### src/rtl/uart_pkg.sv
package uart_pkg;

    typedef enum logic [1:0] {
        MODE_OFF  = 2'd0,
        MODE_8EXT = 2'd1,
        MODE_9FIX = 2'd2,
        MODE_9EXT = 2'd3
    } uart_mode_e;

    typedef enum logic [1:0] {
        NB_ZERO = 2'd0,
        NB_ONE  = 2'd1,
        NB_EVEN = 2'd2,
        NB_ODD  = 2'd3
    } ninth_sel_e;

    typedef struct packed {
        logic [7:0] data;
        logic       bit8;
        logic       ferr;
    } rx_word_t;

    function automatic logic ninth_bit(input ninth_sel_e sel, input logic [7:0] d);
        case (sel)
            NB_ZERO: return 1'b0;
            NB_ONE:  return 1'b1;
            NB_EVEN: return ^d;
            default: return ~^d;
        endcase
    endfunction

    function automatic logic maj3(input logic a, input logic b, input logic c);
        return (a & b) | (a & c) | (b & c);
    endfunction

endpackage

### src/rtl/uart_baud.sv
module uart_baud #(
    parameter int OVERSAMPLE = 16,
    parameter int DIV_FAST   = 32,
    parameter int DIV_SLOW   = 64
) (
    input  logic       clk_i,
    input  logic       rst_i,
    input  logic [1:0] mode_i,
    input  logic       slow_div_i,
    input  logic       ext_tick_i,
    output logic       os_tick_o
);
    import uart_pkg::*;

    localparam int PRE_FAST = DIV_FAST / OVERSAMPLE;
    localparam int PRE_SLOW = DIV_SLOW / OVERSAMPLE;
    localparam int CW       = $clog2(PRE_SLOW + 1);

    logic [CW-1:0] cnt_q;
    logic [CW-1:0] lim;
    logic          fix_tick;

    assign lim      = slow_div_i ? CW'(PRE_SLOW - 1) : CW'(PRE_FAST - 1);
    assign fix_tick = (cnt_q >= lim);

    always_ff @(posedge clk_i) begin
        if (rst_i || fix_tick) cnt_q <= '0;
        else                   cnt_q <= cnt_q + 1'b1;
    end

    always_comb begin
        case (uart_mode_e'(mode_i))
            MODE_OFF:  os_tick_o = 1'b0;
            MODE_9FIX: os_tick_o = fix_tick;
            default:   os_tick_o = ext_tick_i;
        endcase
    end

endmodule

### src/rtl/uart_tx.sv
module uart_tx #(
    parameter int OVERSAMPLE = 16
) (
    input  logic       clk_i,
    input  logic       rst_i,
    input  logic       en_i,
    input  logic       nine_i,
    input  logic       os_tick_i,
    input  logic       load_i,
    input  logic [7:0] data_i,
    input  logic       bit8_i,
    output logic       txd_o,
    output logic       busy_o,
    output logic       stop_start_o
);
    localparam int PW   = $clog2(OVERSAMPLE);
    localparam int LAST = OVERSAMPLE - 1;

    logic [10:0]   shreg_q;
    logic [3:0]    left_q;
    logic [PW-1:0] phase_q;
    logic          busy_q;
    logic          bit_end;

    assign bit_end = busy_q && os_tick_i && (phase_q == PW'(LAST));

    always_ff @(posedge clk_i) begin
        if (rst_i) begin
            shreg_q <= '1;
            left_q  <= '0;
            phase_q <= '0;
            busy_q  <= 1'b0;
        end else if (!busy_q) begin
            if (load_i && en_i) begin
                shreg_q <= nine_i ? {1'b1, bit8_i, data_i, 1'b0}
                                  : {2'b11, data_i, 1'b0};
                left_q  <= nine_i ? 4'd11 : 4'd10;
                phase_q <= '0;
                busy_q  <= 1'b1;
            end
        end else if (os_tick_i) begin
            phase_q <= (phase_q == PW'(LAST)) ? '0 : phase_q + 1'b1;
            if (bit_end) begin
                shreg_q <= {1'b1, shreg_q[10:1]};
                left_q  <= left_q - 1'b1;
                if (left_q == 4'd1) busy_q <= 1'b0;
            end
        end
    end

    assign stop_start_o = bit_end && (left_q == 4'd2);
    assign txd_o        = busy_q ? shreg_q[0] : 1'b1;
    assign busy_o       = busy_q;

endmodule

### src/rtl/uart_rx.sv
module uart_rx #(
    parameter int OVERSAMPLE = 16
) (
    input  logic               clk_i,
    input  logic               rst_i,
    input  logic               en_i,
    input  logic               nine_i,
    input  logic               os_tick_i,
    input  logic               rxd_i,
    output logic               done_o,
    output uart_pkg::rx_word_t word_o
);
    import uart_pkg::*;

    localparam int PW   = $clog2(OVERSAMPLE);
    localparam int LAST = OVERSAMPLE - 1;
    localparam int MID  = OVERSAMPLE / 2 + 1;

    typedef enum logic [1:0] {RX_IDLE, RX_START, RX_DATA, RX_STOP} rx_state_e;

    rx_state_e     st_q;
    logic [1:0]    sync_q;
    logic          rx_s;
    logic [PW-1:0] cnt_q;
    logic [1:0]    votes_q;
    logic [3:0]    bitn_q;
    logic [8:0]    sh_q;
    logic          vote;
    logic          at_mid;
    logic          at_last;

    assign rx_s    = sync_q[1];
    assign vote    = maj3(votes_q[1], votes_q[0], rx_s);
    assign at_mid  = (cnt_q == PW'(MID));
    assign at_last = (cnt_q == PW'(LAST));

    always_ff @(posedge clk_i) begin
        if (rst_i) sync_q <= 2'b11;
        else       sync_q <= {sync_q[0], rxd_i};
    end

    always_ff @(posedge clk_i) begin
        if (rst_i) begin
            st_q    <= RX_IDLE;
            cnt_q   <= '0;
            votes_q <= '0;
            bitn_q  <= '0;
            sh_q    <= '0;
            done_o  <= 1'b0;
            word_o  <= '0;
        end else begin
            done_o <= 1'b0;
            if (os_tick_i) begin
                if (st_q == RX_IDLE) begin
                    if (en_i && !rx_s) begin
                        st_q  <= RX_START;
                        cnt_q <= '0;
                    end
                end else begin
                    cnt_q <= at_last ? '0 : cnt_q + 1'b1;
                    if (cnt_q == PW'(MID - 2) || cnt_q == PW'(MID - 1))
                        votes_q <= {votes_q[0], rx_s};
                    case (st_q)
                        RX_START: begin
                            if (at_mid && vote) st_q <= RX_IDLE;
                            else if (at_last) begin
                                st_q   <= RX_DATA;
                                bitn_q <= '0;
                            end
                        end
                        RX_DATA: begin
                            if (at_mid) sh_q <= {vote, sh_q[8:1]};
                            if (at_last) begin
                                bitn_q <= bitn_q + 1'b1;
                                if (bitn_q == (nine_i ? 4'd8 : 4'd7)) st_q <= RX_STOP;
                            end
                        end
                        RX_STOP: begin
                            if (at_mid) begin
                                done_o      <= 1'b1;
                                word_o.data <= nine_i ? sh_q[7:0] : sh_q[8:1];
                                word_o.bit8 <= nine_i ? sh_q[8] : vote;
                                word_o.ferr <= !vote;
                                st_q        <= RX_IDLE;
                            end
                        end
                        default: st_q <= RX_IDLE;
                    endcase
                end
            end
        end
    end

endmodule

### src/rtl/uart_core.sv
module uart_core #(
    parameter int OVERSAMPLE = 16,
    parameter int DIV_FAST   = 32,
    parameter int DIV_SLOW   = 64
) (
    input  logic       clk_i,
    input  logic       rst_i,
    input  logic [1:0] mode_i,
    input  logic       slow_div_i,
    input  logic [1:0] ninth_sel_i,
    input  logic       rx_en_i,
    input  logic       baud_tick_i,
    input  logic       buf_wr_i,
    input  logic [7:0] buf_wdata_i,
    input  logic       buf_rd_i,
    output logic [7:0] buf_rdata_o,
    input  logic       clr_txdone_i,
    input  logic       clr_rxdone_i,
    output logic       txdone_o,
    output logic       rxdone_o,
    output logic       rx_bit8_o,
    output logic       frame_err_o,
    output logic       tx_busy_o,
    input  logic       rxd_i,
    output logic       txd_o
);
    import uart_pkg::*;

    logic     os_tick;
    logic     active;
    logic     nine;
    logic     stop_start;
    logic     rx_done;
    rx_word_t rx_word;

    rx_word_t buf_q, buf_n, pend_q, pend_n;
    logic     buf_full, full_n, pend_v_q, pend_v_n, ld;
    logic     rxdone_q, ferr_q, txdone_q;

    assign active = (uart_mode_e'(mode_i) != MODE_OFF);
    assign nine   = mode_i[1];

    uart_baud #(.OVERSAMPLE(OVERSAMPLE), .DIV_FAST(DIV_FAST), .DIV_SLOW(DIV_SLOW)) baud_i (
        .clk_i(clk_i), .rst_i(rst_i), .mode_i(mode_i), .slow_div_i(slow_div_i),
        .ext_tick_i(baud_tick_i), .os_tick_o(os_tick)
    );

    uart_tx #(.OVERSAMPLE(OVERSAMPLE)) tx_i (
        .clk_i(clk_i), .rst_i(rst_i), .en_i(active), .nine_i(nine), .os_tick_i(os_tick),
        .load_i(buf_wr_i), .data_i(buf_wdata_i),
        .bit8_i(ninth_bit(ninth_sel_e'(ninth_sel_i), buf_wdata_i)),
        .txd_o(txd_o), .busy_o(tx_busy_o), .stop_start_o(stop_start)
    );

    uart_rx #(.OVERSAMPLE(OVERSAMPLE)) rx_i (
        .clk_i(clk_i), .rst_i(rst_i), .en_i(active && rx_en_i), .nine_i(nine),
        .os_tick_i(os_tick), .rxd_i(rxd_i), .done_o(rx_done), .word_o(rx_word)
    );

    always_comb begin
        buf_n    = buf_q;
        full_n   = buf_full;
        pend_n   = pend_q;
        pend_v_n = pend_v_q;
        ld       = 1'b0;
        if (buf_rd_i && buf_full) begin
            if (pend_v_q) begin
                buf_n    = pend_q;
                pend_v_n = 1'b0;
                ld       = 1'b1;
            end else begin
                full_n = 1'b0;
            end
        end
        if (rx_done) begin
            if (!full_n) begin
                buf_n  = rx_word;
                full_n = 1'b1;
                ld     = 1'b1;
            end else if (!pend_v_n) begin
                pend_n   = rx_word;
                pend_v_n = 1'b1;
            end
        end
    end

    always_ff @(posedge clk_i) begin
        if (rst_i) begin
            buf_q    <= '0;
            buf_full <= 1'b0;
            pend_q   <= '0;
            pend_v_q <= 1'b0;
            rxdone_q <= 1'b0;
            ferr_q   <= 1'b0;
            txdone_q <= 1'b0;
        end else begin
            buf_q    <= buf_n;
            buf_full <= full_n;
            pend_q   <= pend_n;
            pend_v_q <= pend_v_n;
            if (ld)                rxdone_q <= 1'b1;
            else if (clr_rxdone_i) rxdone_q <= 1'b0;
            if (rx_done && rx_word.ferr) ferr_q <= 1'b1;
            else if (clr_rxdone_i)       ferr_q <= 1'b0;
            if (stop_start)        txdone_q <= 1'b1;
            else if (clr_txdone_i) txdone_q <= 1'b0;
        end
    end

    assign buf_rdata_o = buf_q.data;
    assign rx_bit8_o   = buf_q.bit8;
    assign rxdone_o    = rxdone_q;
    assign frame_err_o = ferr_q;
    assign txdone_o    = txdone_q;

endmodule

### config.mk
export PLATFORM = sky130hd
export DESIGN_NAME = uart_core
export DESIGN_NICKNAME = d
export VERILOG_FILES = /design/src/rtl/uart_pkg.sv /design/src/rtl/uart_baud.sv /design/src/rtl/uart_tx.sv /design/src/rtl/uart_rx.sv /design/src/rtl/uart_core.sv
export SDC_FILE = /design/constraint.sdc
export NUM_CORES = 1
export LEC_CHECK = 0
export ABC_CLOCK_PERIOD_IN_PS = 6300
export CORE_ASPECT_RATIO = 0.6
export CORE_MARGIN = 3
export CORE_UTILIZATION = 25
export CTS_CLUSTER_SIZE = 30
export DETAILED_ROUTE_END_ITERATION = 7
export PLACE_DENSITY = 0.46
export RECOVER_POWER = 25
export SYNTH_ARGS = -nofsm -noshare
export SYNTH_HDL_FRONTEND = slang
export SYNTH_HIERARCHICAL = 1
export SYNTH_SLANG_ARGS = --single-unit
### constraint.sdc
create_clock -name clk_i -period 6.3 [get_ports clk_i]
set_clock_uncertainty 0.05 [all_clocks]
set_input_delay 1.26 -clock clk_i [delete_from_list [all_inputs] [get_ports clk_i]]
set_output_delay 1.26 -clock clk_i [all_outputs]
set_load 0.1 [all_outputs]
==> flow_summary_export.csv <==
group,metric,value,unit
clock_network,ctsLongestPathBuffers,2,
synthesis,syn_area,3790,um^2
synthesis,syn_inst,424,
layout,num-nets-final,487,
setup_path,start_kind,"primary input",
timing,max-slew-margin-rel,-45.1,%
min_path,min_path_cells,1,
floorplanning,row_count,34,
power,p_int,0.000860,W
layout,n_fill_cell,1524,
run,maxCapViolations,2,
clock_network,cts_made_buffers,9,
setup_path,reg2regPathDepth,7,
timing,max_freq,229,MHz
status,failed_checks,"capacitance limit, slew limit",
synthesis,synthFlopType,"dfxtp_1",
timing,rsz0062_at_grt,"false",
layout,post-route-util,30.9,%
setup_path,rr_startpoint,"baud_i/cnt_q[1]$_SDFF_PP0_",
timing,hold_viol_final,0,
global_routing,met1_usage,15.8,%
synthesis,synth.most_common_cell,"dfxtp_1",
global_routing,grt_busiest_layer,"met1",
placed_design,dpl_cell_area,4280,um^2
power,seqPwrFrac,46.1,%
floorplanning,design.die.area,16700,um^2
layout,regArea,1580,um^2
setup_path,cp_max_fo,48,
layout,multi_input_area,2010,um^2
global_routing,grt_use_met3,3.23,%
power,p_switching,0.000267,W
min_path,hold_path_end,"rx_i/sync_q[1]$_SDFF_PP1_",
status,status,"finished with violations",
timing,final_max_slew_viol_count,92,
clock_network,clock-root-buffer,"clkbuf_16",
timing,hold_slack,359,ps
timing,max_slew.worst_pin.slew,2180,ps
timing,finalSetupTns,0,ps
synthesis,async_reset_ff_share,0,%
layout,stdcell_area,4540,um^2
setup_path,critPathRequiredTime,6470,ps
route,dr.pass1.iters,4,
power,peakVddDrop,0.109,mV
synthesis,synth_area_leaders,"dfxtp_1, mux2i_1, nor2_1",
floorplanning,die_h,101,um
clock_network,h-tree-depth,3,
timing,setup_viol,0,
route,routedWlPerCell,13.1,um
min_path,hold_start,"rx_i/sync_q[0]$_SDFF_PP1_",
layout,syn_to_final_growth,19.7,%
clock_network,cts_hold_buf,0,
clock_network,clk_latency,330,ps
setup_path,r2r_end,"rx_i/word_o[6]$_SDFFE_PP0P_",
timing,final.setup.worst_slack,1940,ps
route,drt_wl_total,8560,um
floorplanning,boundaryPins,36,
setup_path,ff2ff_setup_slack,3470,ps
global_routing,grt_max_degree,49,
global_routing,overflow,0,
route,avgViaCountPerCell,4.63,
min_path,hp-class,"flip-flop to flip-flop",
clock_network,cts_resized,0,
power,power.density,248,nW/um^2
layout,drive_gt1_share,6.59,%
floorplanning,coreArea,14700,um^2
layout,antenna_cells,0,
synthesis,ys_seq_elements,79,
placed_design,port_buffers,35,
synthesis,syn_nets,460,
placed_design,dp_hpwl,6010,um
synthesis,yosysTopAreaCellShare,41.7,%
global_routing,grt_pass1_wl,14400,um
synthesis,yosysUniqueCellTypes,52,
floorplanning,start_util,25.8,%
synthesis,synth_area_per_cell,8.94,um^2
global_routing,use_met2,15.0,%
synthesis,synth.top_cells.by_count,"dfxtp_1, nor2_1, mux2i_1",
clock_network,postCtsSetupRepairBufs,0,
setup_path,cp.arrival,4530,ps
timing,finalCriticalPeriod,4360,ps
synthesis,yosys_warnings,6,
placed_design,dp_slack,2010,ps
clock_network,cts_tree,"yes",
route,drc,0,
synthesis,synth_top_area_cell,"dfxtp_1",
clock_network,cts.sinks,79,
global_routing,grt_pass1_vias,2862,
floorplanning,die_width,165,um
route,vias,3023,
route,drtIter0Drc,141,
clock_network,clk_pin_slew,60,ps
global_routing,grt.total_usage,10.7,%
route,ant_nets,0,
power,swShare,23.7,%
power,combPwrFrac,8.6,%
setup_path,worst-setup-path-type,"primary input to flip-flop",
setup_path,worst_setup_path_end_kind,"flip-flop",
timing,period_share,69.2,%
synthesis,synth_seq_area_share,41.7,%
power,clockPowerShare,45.3,%
synthesis,synth_edf_count,0,
power,p_leak,1.66,nW
placed_design,place.gp.congestion,0.731,
global_routing,antenna_found_initial,0,
==> layout by cell type, fill, tap and decap left out, types with 3 or more instances in the layout <==
cell type | netlist | final
a311oi_1 | 3 | 3
nor2b_1 | 11 | 11
xor2_1 | 3 | 3
a21oi_1 | 21 | 21
or2_2 | 3 | 3
mux2i_1 | 32 | 32
clkdlybuf4s50_1 | 0 | 34
clkbuf_16 | 0 | 9
a211oi_1 | 21 | 21
xnor2_1 | 7 | 7
and2b_1 | 3 | 3
clkbuf_1 | 9 | 3
dfxtp_1 | 79 | 79
inv_1 | 12 | 12
ha_1 | 14 | 14
and2_1 | 6 | 5
nand3_1 | 22 | 22
a22oi_1 | 3 | 3
o21ai_0 | 7 | 7
nor2_1 | 74 | 74
nand3b_1 | 5 | 5
o211ai_1 | 3 | 3
nor4_1 | 11 | 11
nand2_1 | 21 | 21
and3_1 | 4 | 4
nor3_1 | 6 | 6
nand2b_1 | 5 | 5
==> cell type report <==
class | instances | area share [%]
Clock inverter | 5 | 1.30
Inverter | 12 | 0.992
Multi-Input combinational cell | 311 | 44.4
Tap cell | 198 | 5.46
Timing Repair Buffer | 38 | 7.99
Clock buffer | 10 | 5.04
Sequential cell | 79 | 34.8
==> kinds of logic after synthesis <==
| logic type | count (synthesis) | share of synthesized area (%) |
|---|---|---|
| AO/OA/AOI/OAI | 69 | 13.5 |
| XOR/XNOR | 10 | 2.31 |
| adder cells (fa/ha/maj) | 15 | 4.88 |
| buffers and inverters | 34 | 4.65 |
| flip-flops | 79 | 41.7 |
| multiplexers | 33 | 8.75 |
| AND/OR/NAND/NOR | 184 | 24.2 |
==> worst max path at each step <==
stage | end | start | slack [ps] | cells past startpoint
after floorplan | txd_o | tx_i/busy_o$_SDFF_PP0_ | 2890 | 3
after detailed placement | rx_i/word_o[7]$_SDFFE_PP0P_ | slow_div_i | 2010 | 9
after CTS | rx_i/word_o[6]$_SDFFE_PP0P_ | slow_div_i | 2290 | 9
after global placement | rx_i/word_o[3]$_SDFFE_PP0P_ | slow_div_i | 2150 | 9
final | rx_i/st_q[1]$_SDFFE_PP0P_ | rst_i | 1940 | 5
after global routing | rx_i/st_q[1]$_SDFFE_PP0P_ | rst_i | 1480 | 5
==> metrics by stage <==
step	total power, W	instances
detailed placement	0.000634	638
finish	0.00113	653
global placement	0.000631	638
CTS	0.00116	653
floorplan	0.000602	424
global route	0.00118	653
==> state kept, by name, summed over array words and instances, names as in the netlist, 2 cells and up <==
signal,count
buf_rdata_o,8
rx_i/bitn_q,4
pend_q,9
rx_i/sync_q,2
tx_i/shreg_q,10
tx_i/phase_q,4
rx_i/votes_q,2
tx_i/left_q,4
rx_i/sh_q,9
rx_i/word_o,10
rx_i/st_q,2
rx_i/cnt_q,4
baud_i/cnt_q,3
==> power groups by stage <==
stage,clock network [W],logic (W),registers (W)
final,0.000511,0.0000972,0.000520
after global routing,0.000552,0.000108,0.000521
after CTS,0.000532,0.000103,0.000520
after detailed placement,0,0.000103,0.000531
after global placement,0,0.000100,0.000531
after floorplan,0,0.0000685,0.000534
==> routing by layer <==
layer / routed length [um] / vias up
met3: 346 / 8
met4: 65 / 0
met1: 4620 / 1421
met2: 3520 / 47
met5: 0 / -
li1: - / 1547
==> worst max-delay path, stage by stage <==
cell and delay (ps):
clkbuf_1 1510, clkbuf_1 1380, nor2_1 80, o211ai_1 170, mux2i_1 90
Note: power is estimated with default switching activity, not from simulation.
